$ cat src/rtl/dma_arb_pkg.sv
package dma_arb_pkg;

    typedef enum logic {
        ARB_IDLE  = 1'b0,
        ARB_SERVE = 1'b1
    } arb_state_e;

    typedef enum logic {
        MODE_FIXED = 1'b0,
        MODE_RR    = 1'b1
    } arb_mode_e;

endpackage

$ cat src/rtl/dma_prio_regs.sv
module dma_prio_regs #(
    parameter int NUM_CH = 16,
    parameter int PRIO_W = 4,
    localparam int CH_W  = $clog2(NUM_CH)
) (
    input  logic                           clk,
    input  logic                           rst_n,
    input  logic                           we,
    input  logic [CH_W-1:0]                widx,
    input  logic [PRIO_W-1:0]              wdata,
    output logic [NUM_CH-1:0][PRIO_W-1:0]  prio
);

    for (genvar n = 0; n < NUM_CH; n++) begin : g_ch
        logic [PRIO_W-1:0] val_q;

        always_ff @(posedge clk or negedge rst_n) begin
            if (!rst_n) begin
                val_q <= PRIO_W'(n);
            end else if (we && (widx == CH_W'(n))) begin
                val_q <= wdata;
            end
        end

        assign prio[n] = val_q;
    end

    AST_PRIO_WRITE: assert property (@(posedge clk) disable iff (!rst_n)
        we |=> (prio[$past(widx)] == $past(wdata)))
        else $error("priority write not stored");

endmodule

$ cat src/rtl/dma_fixed_pick.sv
module dma_fixed_pick #(
    parameter int NUM_CH = 16,
    parameter int PRIO_W = 4,
    localparam int CH_W  = $clog2(NUM_CH)
) (
    input  logic [NUM_CH-1:0]              req,
    input  logic [NUM_CH-1:0][PRIO_W-1:0]  prio,
    output logic                           any,
    output logic [CH_W-1:0]                win
);

    logic              found;
    logic [PRIO_W-1:0] best;

    // Ascending scan with a strict compare: a later channel replaces the
    // current best only with a larger value, so ties keep the lower index.
    always_comb begin
        found = 1'b0;
        best  = '0;
        win   = '0;
        for (int i = 0; i < NUM_CH; i++) begin
            if (req[i] && (!found || (prio[i] > best))) begin
                found = 1'b1;
                best  = prio[i];
                win   = CH_W'(i);
            end
        end
        any = found;
    end

    always_comb begin
        if (any) begin
            AST_FIX_WIN_REQUESTED: assert (req[win])
                else $error("fixed pick chose an idle channel");
        end
    end

endmodule

$ cat src/rtl/dma_rr_pick.sv
module dma_rr_pick #(
    parameter int NUM_CH = 16,
    localparam int CH_W  = $clog2(NUM_CH)
) (
    input  logic [NUM_CH-1:0] req,
    input  logic [CH_W-1:0]   start,
    output logic              any,
    output logic [CH_W-1:0]   win
);

    function automatic int step_down(input int s, input int k);
        return (s + NUM_CH - k) % NUM_CH;
    endfunction

    logic found;

    // Descending search beginning at the pointer, wrapping 0 -> NUM_CH-1.
    always_comb begin
        found = 1'b0;
        win   = '0;
        for (int k = 0; k < NUM_CH; k++) begin
            if (!found && req[step_down(int'(start), k)]) begin
                found = 1'b1;
                win   = CH_W'(step_down(int'(start), k));
            end
        end
        any = found;
    end

    always_comb begin
        if (any) begin
            AST_RR_WIN_REQUESTED: assert (req[win])
                else $error("round-robin pick chose an idle channel");
        end
    end

endmodule

$ cat src/rtl/dma_req_arbiter.sv
module dma_req_arbiter #(
    parameter int NUM_CH = 16,
    parameter int PRIO_W = 4,
    localparam int CH_W  = $clog2(NUM_CH)
) (
    input  logic              clk,
    input  logic              rst_n,
    input  logic [NUM_CH-1:0] req,
    input  logic              prio_we,
    input  logic [CH_W-1:0]   prio_idx,
    input  logic [PRIO_W-1:0] prio_wdata,
    input  logic              mode_we,
    input  logic              mode_rr,
    input  logic              svc_done,
    output logic              gnt_vld,
    output logic [CH_W-1:0]   gnt_ch
);

    import dma_arb_pkg::*;

    arb_state_e                    state_q, state_d;
    arb_mode_e                     mode_q;
    logic [CH_W-1:0]               rr_ptr_q;
    logic [NUM_CH-1:0][PRIO_W-1:0] prio;
    logic                          fx_any, rr_any, any_req;
    logic [CH_W-1:0]               fx_win, rr_win, win;

    dma_prio_regs #(.NUM_CH(NUM_CH), .PRIO_W(PRIO_W)) u_prio (
        .clk   (clk),
        .rst_n (rst_n),
        .we    (prio_we),
        .widx  (prio_idx),
        .wdata (prio_wdata),
        .prio  (prio)
    );

    dma_fixed_pick #(.NUM_CH(NUM_CH), .PRIO_W(PRIO_W)) u_fixed (
        .req  (req),
        .prio (prio),
        .any  (fx_any),
        .win  (fx_win)
    );

    dma_rr_pick #(.NUM_CH(NUM_CH)) u_rr (
        .req   (req),
        .start (rr_ptr_q),
        .any   (rr_any),
        .win   (rr_win)
    );

    assign any_req = (mode_q == MODE_RR) ? rr_any : fx_any;
    assign win     = (mode_q == MODE_RR) ? rr_win : fx_win;

    // Next state: IDLE_TO_SERVE on any request, SERVE_TO_IDLE on svc_done.
    always_comb begin
        state_d = state_q;
        unique case (state_q)
            ARB_IDLE:  if (any_req)  state_d = ARB_SERVE;
            ARB_SERVE: if (svc_done) state_d = ARB_IDLE;
        endcase
    end

    always_ff @(posedge clk or negedge rst_n) begin
        if (!rst_n) state_q <= ARB_IDLE;
        else        state_q <= state_d;
    end

    // Registered outputs, pointer and mode.
    always_ff @(posedge clk or negedge rst_n) begin
        if (!rst_n) begin
            gnt_ch   <= '0;
            rr_ptr_q <= CH_W'(NUM_CH - 1);
            mode_q   <= MODE_FIXED;
        end else begin
            if (mode_we) mode_q <= arb_mode_e'(mode_rr);
            unique case (state_q)
                ARB_IDLE: begin
                    if (any_req) gnt_ch <= win;
                end
                ARB_SERVE: begin
                    if (svc_done) begin
                        rr_ptr_q <= (gnt_ch == '0) ? CH_W'(NUM_CH - 1)
                                                   : gnt_ch - CH_W'(1);
                    end
                end
            endcase
        end
    end

    assign gnt_vld = (state_q == ARB_SERVE);

    always_comb begin
        AST_PICKERS_AGREE: assert (fx_any == rr_any)
            else $error("selectors disagree on request presence");
    end

    AST_GRANT_HOLD: assert property (@(posedge clk) disable iff (!rst_n)
        (gnt_vld && !svc_done) |=> (gnt_vld && $stable(gnt_ch)))
        else $error("grant changed during service");

    AST_GRANT_RELEASE: assert property (@(posedge clk) disable iff (!rst_n)
        (gnt_vld && svc_done) |=> !gnt_vld)
        else $error("grant not released");

    AST_IDLE_GRANTS: assert property (@(posedge clk) disable iff (!rst_n)
        (!gnt_vld && (req != '0)) |=> gnt_vld)
        else $error("pending request not granted");

    AST_IDLE_QUIET: assert property (@(posedge clk) disable iff (!rst_n)
        (!gnt_vld && (req == '0)) |=> (!gnt_vld && $stable(gnt_ch)))
        else $error("idle arbiter changed output");

    AST_DONE_IGNORED: assert property (@(posedge clk) disable iff (!rst_n)
        (!gnt_vld && svc_done && (req == '0)) |=> !gnt_vld)
        else $error("svc_done acted while idle");

endmodule

$ cat config.mk
export PLATFORM = sky130hd
export DESIGN_NAME = dma_req_arbiter
export DESIGN_NICKNAME = d
export VERILOG_FILES = /design/src/rtl/dma_arb_pkg.sv /design/src/rtl/dma_prio_regs.sv /design/src/rtl/dma_fixed_pick.sv /design/src/rtl/dma_rr_pick.sv /design/src/rtl/dma_req_arbiter.sv
export SDC_FILE = /design/constraint.sdc
export NUM_CORES = 1
export LEC_CHECK = 0
export BUFFER_PORTS_ARGS = -buffer_cell sky130_fd_sc_hd__buf_4
export CAP_MARGIN = 30
export CORE_ASPECT_RATIO = 0.5
export CORE_MARGIN = 1
export CORE_UTILIZATION = 60
export CTS_BUF_LIST = sky130_fd_sc_hd__clkbuf_8
export DETAILED_ROUTE_END_ITERATION = 12
export PLACE_DENSITY = 0.78
export SYNTH_ARGS = -nofsm -noshare
export SYNTH_HDL_FRONTEND = slang
export SYNTH_SLANG_ARGS = --single-unit
$ cat constraint.sdc
create_clock -name clk -period 49.8 [get_ports clk]
set_input_delay 4.98 -clock clk [delete_from_list [all_inputs] [get_ports clk]]
set_output_delay 4.98 -clock clk [all_outputs]
set_load 0.05 [all_outputs]
# --- After elaboration in Yosys (flattened, before gate mapping) ---
# Cells that the tools add are included.
word_totals:
  register_bits: 74
  output_inout_bits: 5
  latchBits: 0
  rom_bits: 0
  in_bits: 30
  word_cells: 343
  mem_count: 0
  ram_bits: 0
op_classes:
  n_mux: 132
  multipliers: 0
  reduce_logical: 111
  n_shift: 0
  n_lt_le_gt_ge: 31
  div: 0
  eq_ne: 15
  addsub: 17
  bitwise_logic: 17
ops:
  columns: ["operator", "count"]
  rows:
  - ["32-bit by 5-bit subtractor with 32-bit output (second input constant)", 8]
  - ["4-bit 2-to-1 mux", 41]
  - ["32-bit by 4-bit subtractor with 32-bit output (second input constant)", 4]
  - ["5-bit by 6-bit less-than comparator with 1-bit output (second input constant)", 16]
  - ["1-bit 2-to-1 mux", 68]
  - ["1-bit binary-select mux with 4-bit select", 16]
  - ["4-bit OR reduction", 16]
  - ["32-bit by 3-bit subtractor with 32-bit output (second input constant)", 2]
  - ["4-bit greater-than comparator", 15]
  - ["1-bit logical AND", 46]
  - ["4-bit equality test (second input constant)", 8]
  - ["32-bit by 2-bit subtractor with 32-bit output (second input constant)", 1]
  - ["1-bit logical NOT", 30]
  - ["4-bit by 3-bit equality test with 1-bit output (second input constant)", 4]
  - ["1-bit bitwise AND", 15]
  - ["1-bit logical OR", 15]
  - ["3-bit 2-to-1 mux", 4]
  - ["4-bit by 2-bit equality test with 1-bit output (second input constant)", 2]
  - ["4-bit logical NOT", 2]
  - ["4-bit by 5-bit adder with 6-bit output (second input constant)", 1]
  - ["4-bit by 1-bit equality test with 1-bit output (second input constant)", 1]
  - ["2-bit 2-to-1 mux", 2]
  - ["2-bit AND reduction", 2]
  - ["4-bit by 1-bit subtractor with 4-bit output (second input constant)", 1]
  - ["other kinds (3)", 3]

# --- Logic depth before layout (Yosys ltp) ---
logic_depth:
  depth_word: 64
  depth_mapped: 133
  mapped_depth_nobuf: 126

# --- Hierarchy ---
# From an unflattened synthesis, not the netlist that was laid out.
hier_totals:
  hier_cells: 895
  area_unflattened_um2: 8456.9
modules_own_cells:
  columns: ["mod", "area_per_inst_um2", "seq_area_each_um2", "instances", "cells_each"]
  rows:
  - ["dma_fixed_pick", 3037.9, 0.0, 1, 426]
  - ["dma_prio_regs", 2501.1, 1641.6, 1, 156]
  - ["dma_rr_pick", 2408.6, 0.0, 1, 272]
  - ["dma_req_arbiter", 509.2, 255.2, 1, 41]

# --- Worst setup path after synthesis ---
# OpenSTA, ideal clock, no wires.
synth_timing:
  kind: "input to register"
  from: "input port req[0]"
  to: "register gnt_ch[2]"
  required_ps: 49673
  cell_stages: 125
  setup_ps: 127
  setup_slack_ps: 23205
  n_path_buf: 7
  t_arrival_ps: 26468
  cell_sequence: "buf_4 nand2_1 ha_1 nor2b_1 o211a_1 o21ai_0 nand3_1 and2_1 ha_1 nor2b_1 o211ai_1 a31o_2 clkbuf_1 nor2_1 a21o_1 ha_1 a211oi_1 a21oi_2 [... 89 more ...] o21ai_0 nand2b_1 a21oi_1 a41o_1 a21boi_2 inv_1 a31o_2 a21oi_1 ha_1 nor2b_1 o21ai_0 nand2b_1 a21oi_1 a41oi_1 o21a_1 or4_4 nor3_2 a21oi_1"
synth_via:
  elab_chain_len: 63
  word_cells_on_any_way: 216
  classes_between: "15 x order compare; 125 x mux; 76 x reduce/logical"
synth_rtl:
  columns: ["element", "line", "source"]
  rows:
  - ["start: declaration", "dma_req_arbiter.sv:8", "input logic [NUM_CH-1:0] req,"]
  - ["4-bit 2-to-1 mux or 1-bit 2-to-1 mux (tied branches)", "dma_fixed_pick.sv:22", "if (req[i] && (!found || (prio[i] > best))) begin"]
  - ["4-bit greater-than comparator or 1-bit logical NOT (tied branches)", "dma_fixed_pick.sv:22", null]
  - ["1-bit logical OR", "dma_fixed_pick.sv:22", null]
  - ["1-bit logical AND", "dma_fixed_pick.sv:22", null]
  - ["4-bit 2-to-1 mux or 1-bit 2-to-1 mux (tied branches)", "dma_fixed_pick.sv:22", null]
  - ["4-bit greater-than comparator or 1-bit logical NOT (tied branches)", "dma_fixed_pick.sv:22", null]
  - ["1-bit logical OR", "dma_fixed_pick.sv:22", null]
  - ["1-bit logical AND", "dma_fixed_pick.sv:22", null]
  - ["[... 47 more ...]", null, null]
  - ["1-bit logical AND", "dma_fixed_pick.sv:22", null]
  - ["4-bit 2-to-1 mux or 1-bit 2-to-1 mux (tied branches)", "dma_fixed_pick.sv:22", null]
  - ["4-bit greater-than comparator or 1-bit logical NOT (tied branches)", "dma_fixed_pick.sv:22", null]
  - ["1-bit logical OR", "dma_fixed_pick.sv:22", null]
  - ["1-bit logical AND", "dma_fixed_pick.sv:22", null]
  - ["1-bit 2-to-1 mux", "dma_fixed_pick.sv:22", null]
  - ["1-bit 2-to-1 mux", "dma_req_arbiter.sv:51", "assign any_req = (mode_q == MODE_RR) ? rr_any : fx_any;"]
  - ["2-bit AND reduction (no source line)", null, null]
  - ["end signal: assignment", "dma_req_arbiter.sv:78", "if (any_req) gnt_ch <= win;"]
  - ["end: declaration", "dma_req_arbiter.sv:16", "output logic [CH_W-1:0] gnt_ch"]
# Several ways; a longest one is shown, not always the timed one. The select of a mux whose other input is x is not followed.
# A chain may end at the register's enable or synchronous reset.

# --- Worst setup path after layout ---
# Same ends and word-level chain as after synthesis.

==> impl_metrics.csv <==
group,metric,value,unit
clock_tree,ctsResizeCount,0,
setup_path,reg2regPathDepth,117,
final_layout,synthToLayoutAreaGrowth,6.514,%
timing,setup_viol_count_final,0,
timing,timing.final.crit_share,60.63,%
timing,setup_repair_after_global_routing_missed_its_margin,"no",
timing,finalClockSkew,10.52,ps
final_layout,multi_input_comb_area,0.005480,mm2
routing,viasPerCell,6.541,
floorplan,die_span_x,162.8,um
logic_synthesis,async_set_or_reset_flop_fraction_in_the_synthesized_netlist,100.0,%
placed_design,globalplace.congestion,0.9415,
worst_hold_path,worstHoldPathType,"register to register",
clock_tree,clock_tree.htree_level_count,3,
timing,max_slew_violation_count,0,
placed_design,placement.io_buffers,34,
placed_design,place.detailed.hpwl,15570,um
global_routing,largest_net_degree_at_the_start_of_global_routing,75,
timing,hold_viol,0,
clock_tree,cts-hold-fix-buffers,0,
timing,timing.slew.headroom,43.93,%
logic_synthesis,synth.yosys.warnings,0,
setup_path,cp-end-kind,"register",
logic_synthesis,synth.lib_cells_used.distinct,90,
clock_tree,ctsRootBufferMaster,"sky130_fd_sc_hd__clkbuf_8",
global_routing,grt_pass1_vias,6307,
timing,worst_slew_pin_slew,833.4,ps
routing,routed_wire_length_per_instance,19.39,um
setup_path,worstReg2RegEnd,"gnt_ch[2]",
setup_path,cp-startpoint,"req[0]",
setup_path,cpPeakStageDelay,690,ps
placed_design,placement.cell_area,0.008068,mm2
floorplan,die_h,82.42,um
routing,vias,6914,
logic_synthesis,syn_avg_cell_area,8.919,um2
worst_hold_path,hold_path_cell_cnt,1,
clock_tree,cts_buffers,9,
final_layout,drive_above_1_share,21.30,%
final_layout,fillerInstances,1020,
setup_path,setup.worst_path.start_class,"input port",
logic_synthesis,syn-cell-area,0.007760,mm2
timing,final.setup.tns,0,ps
floorplan,design.core.area,0.01219,mm2
logic_synthesis,synth_seq_area_share,24.44,%
routing,ant_nets,0,
final_layout,antenna_cells,0,
global_routing,grt-ovfl-total,0,
timing,f_max,33.12,MHz
logic_synthesis,synth-edff-count,0,
setup_path,rr_startpoint,"u_prio.g_ch[1].val_q[1]",
final_layout,sequential_cell_area,0.001897,mm2
logic_synthesis,synth_seq_cells,74,
global_routing,grt_antenna_before_repair,0,
routing,detail_route.wirelength,20490,um
logic_synthesis,synth_flop_cell,"sky130_fd_sc_hd__dfrtp_1",
floorplan,io-pin-count,35,
run_status,result_of_the_run,"finished, final reports clean",
floorplan,starting_density_of_the_core,63.65,%
clock_tree,tritoncts,"yes",
final_layout,finalNetCount,978,
setup_path,worst_path_max_delay_cell,"sky130_fd_sc_hd__o32ai_2",
global_routing,grt_first_pass_wirelength,32760,um
logic_synthesis,postSynthCellCount,870,
setup_path,path_max_fanout,16,
worst_hold_path,hold_path_startpoint,"u_prio.g_ch[12].val_q[0]",
clock_tree,cts.repair_timing.setup_buffer_count,0,
run,max-cap-violations,0,
setup_path,worstSetupPathType,"input port to register",
timing,layout_min_cycle_time,30190,ps
setup_path,required,50050,ps
setup_path,worst-r2r-setup-slack,24080,ps
routing,drt_iter0_markers,588,
setup_path,timing.critical_path.mode_cell,"sky130_fd_sc_hd__ha_1",
final_layout,finish.utilization,67.80,%
floorplan,fp.dieArea,0.01342,mm2
clock_tree,cts_num_sinks,74,
clock_tree,clk_pin_slew_worst_paths,90,ps
worst_hold_path,worst_hold_path.endpoint,"u_prio.g_ch[12].val_q[0]",
global_routing,grt_util_all_layers,31.79,%
floorplan,core.rowCount,28,
logic_synthesis,synthesis.nets,961,
clock_tree,cts-root-to-sink-buffers,2,
setup_path,critical_path_arrival,30440,ps
routing,residual_drc,0,
clock_tree,clock_latency,360,ps
final_layout,final_design_area_no_fill,0.008265,mm2
routing,drt_first_pass_iters,6,
==> metrics by stage <==
step	instances	hold slack, ps	setup slack (ps)
after floorplan	870	475.2	23200
after global placement	1040	487.6	20340
after detailed placement	1040	499.9	19710
after CTS	1056	517.7	19990
after global routing	1057	544.0	17560
final	1057	514.5	19610
==> cell usage after synthesis (4+ instances only) <==
| master | instances | area share (%) |
|---|---|---|
| sky130_fd_sc_hd__o21a_1 | 8 | 0.77 |
| sky130_fd_sc_hd__mux2i_1 | 24 | 3.1 |
| sky130_fd_sc_hd__inv_1 | 61 | 3.0 |
| sky130_fd_sc_hd__nand3_1 | 20 | 1.3 |
| sky130_fd_sc_hd__a211o_1 | 6 | 0.68 |
| sky130_fd_sc_hd__o22ai_1 | 7 | 0.56 |
| sky130_fd_sc_hd__mux2_2 | 61 | 8.9 |
| sky130_fd_sc_hd__mux4_2 | 12 | 3.5 |
| sky130_fd_sc_hd__o311ai_0 | 6 | 0.68 |
| sky130_fd_sc_hd__and3_1 | 6 | 0.48 |
| sky130_fd_sc_hd__nor3_1 | 16 | 1.0 |
| sky130_fd_sc_hd__a311oi_1 | 5 | 0.56 |
| sky130_fd_sc_hd__nand2_1 | 90 | 4.4 |
| sky130_fd_sc_hd__a21boi_0 | 4 | 0.39 |
| sky130_fd_sc_hd__a22oi_1 | 7 | 0.68 |
| sky130_fd_sc_hd__and2_1 | 10 | 0.81 |
| sky130_fd_sc_hd__a21o_1 | 15 | 1.5 |
| sky130_fd_sc_hd__o21bai_1 | 5 | 0.48 |
| sky130_fd_sc_hd__mux4_1 | 8 | 2.7 |
| sky130_fd_sc_hd__ha_1 | 61 | 9.8 |
| sky130_fd_sc_hd__o211ai_1 | 4 | 0.39 |
| sky130_fd_sc_hd__nor2_1 | 58 | 2.8 |
| sky130_fd_sc_hd__o21ai_0 | 51 | 3.3 |
| sky130_fd_sc_hd__nand4_1 | 6 | 0.48 |
| sky130_fd_sc_hd__o31ai_1 | 6 | 0.58 |
| sky130_fd_sc_hd__o31a_1 | 4 | 0.45 |
| sky130_fd_sc_hd__a31oi_1 | 13 | 1.0 |
| sky130_fd_sc_hd__nor4_1 | 4 | 0.32 |
| sky130_fd_sc_hd__buf_2 | 5 | 0.32 |
| sky130_fd_sc_hd__dfrtp_1 | 38 | 12 |
| sky130_fd_sc_hd__or3_1 | 6 | 0.48 |
| sky130_fd_sc_hd__nor3b_1 | 4 | 0.39 |
| sky130_fd_sc_hd__nor2b_1 | 17 | 1.4 |
| sky130_fd_sc_hd__nand2b_1 | 16 | 1.3 |
| sky130_fd_sc_hd__dfstp_2 | 36 | 12 |
| sky130_fd_sc_hd__a211oi_1 | 11 | 1.1 |
| sky130_fd_sc_hd__a32oi_1 | 6 | 0.68 |
| sky130_fd_sc_hd__a21oi_1 | 44 | 2.8 |
| sky130_fd_sc_hd__nand3b_1 | 7 | 0.68 |
| sky130_fd_sc_hd__xnor2_1 | 5 | 0.56 |
| sky130_fd_sc_hd__buf_4 | 4 | 0.39 |
| sky130_fd_sc_hd__clkbuf_1 | 14 | 0.68 |
==> worst max path at each step <==
stage,endpoint,slack (ps),cells past startpoint
finish,gnt_ch[2],19610,119
global route,gnt_ch[2],17560,120
CTS,gnt_ch[2],19990,119
detailed placement,gnt_ch[2],19710,119
global placement,gnt_ch[2],20340,120
floorplan,gnt_ch[2],23200,125
==> flip-flops by register name, indices dropped and copies added (netlist names) <==
| name | count |
|---|---|
| u_prio.g_ch.val_q | 64 |
| mode_q | 1 |
| gnt_vld | 1 |
| gnt_ch | 4 |
| rr_ptr_q | 4 |
==> cell families (layout without fill, tap and decap cells) <==
family                   count (synthesis)  in the layout  share of synthesized area [%]
AO/OA/AOI/OAI                          245            245                          22.28
XOR/XNOR                                 9              9                          1.113
AND/OR/NAND/NOR                        283            283                          18.67
buffers and inverters                   90            112                          4.934
multiplexers                           108            108                          18.72
adder cells (fa/ha/maj)                 61             61                          9.836
flip-flops                              74             74                          24.44
==> critical path: cells and delay by family <==
| family | cells | cell delay [ps] |
|---|---|---|
| AO/OA/AOI/OAI | 62 | 13330 |
| adder cells (fa/ha/maj) | 15 | 4430 |
| buffers and inverters | 5 | 600 |
| AND/OR/NAND/NOR | 32 | 5360 |
| multiplexers | 5 | 1660 |
==> cells in the final DEF, fill, tap and decap left out, drive strengths merged, types with 7 or more instances in the layout <==
master / instances
a211oi: 12
a21o: 15
a21oi: 46
a22oi: 7
a31oi: 13
and2: 10
buf: 35
clkbuf: 9
dfrtp: 38
dfstp: 36
ha: 61
inv: 64
mux2: 64
mux2i: 24
mux4: 20
nand2: 90
nand2b: 16
nand3: 20
nand3b: 7
nor2: 59
nor2b: 17
nor3: 19
o21a: 8
o21ai: 54
o22ai: 7
o311ai: 7
o31ai: 8
or2: 7
==> layout make-up <==
cell class                      count  share of cell area (%)
Clock inverter                      7                  0.5601
Multi-Input combinational cell    706                   66.30
Inverter                           61                   2.770
Tap cell                          165                   2.498
Timing Repair Buffer               35                   3.421
Clock buffer                        9                   1.499
Sequential cell                    74                   22.95
==> per-layer routing <==
| layer | part of all wire, % | up-vias | track usage, % | routed length, um |
|---|---|---|---|---|
| met1 | 47 | 3358 | 43.33 | 9687 |
| met4 | 1.9 | 0 | 8.692 | 397 |
| met5 | 0 | - | 0 | 0 |
| met3 | 5.8 | 37 | 5.644 | 1184 |
| met2 | 45 | 206 | 52.47 | 9221 |
| li1 | - | 3313 | - | - |
Power is left out: the tool's default activity adds up to more than one toggle a clock period on the data nets, which glitch-free logic cannot reach.
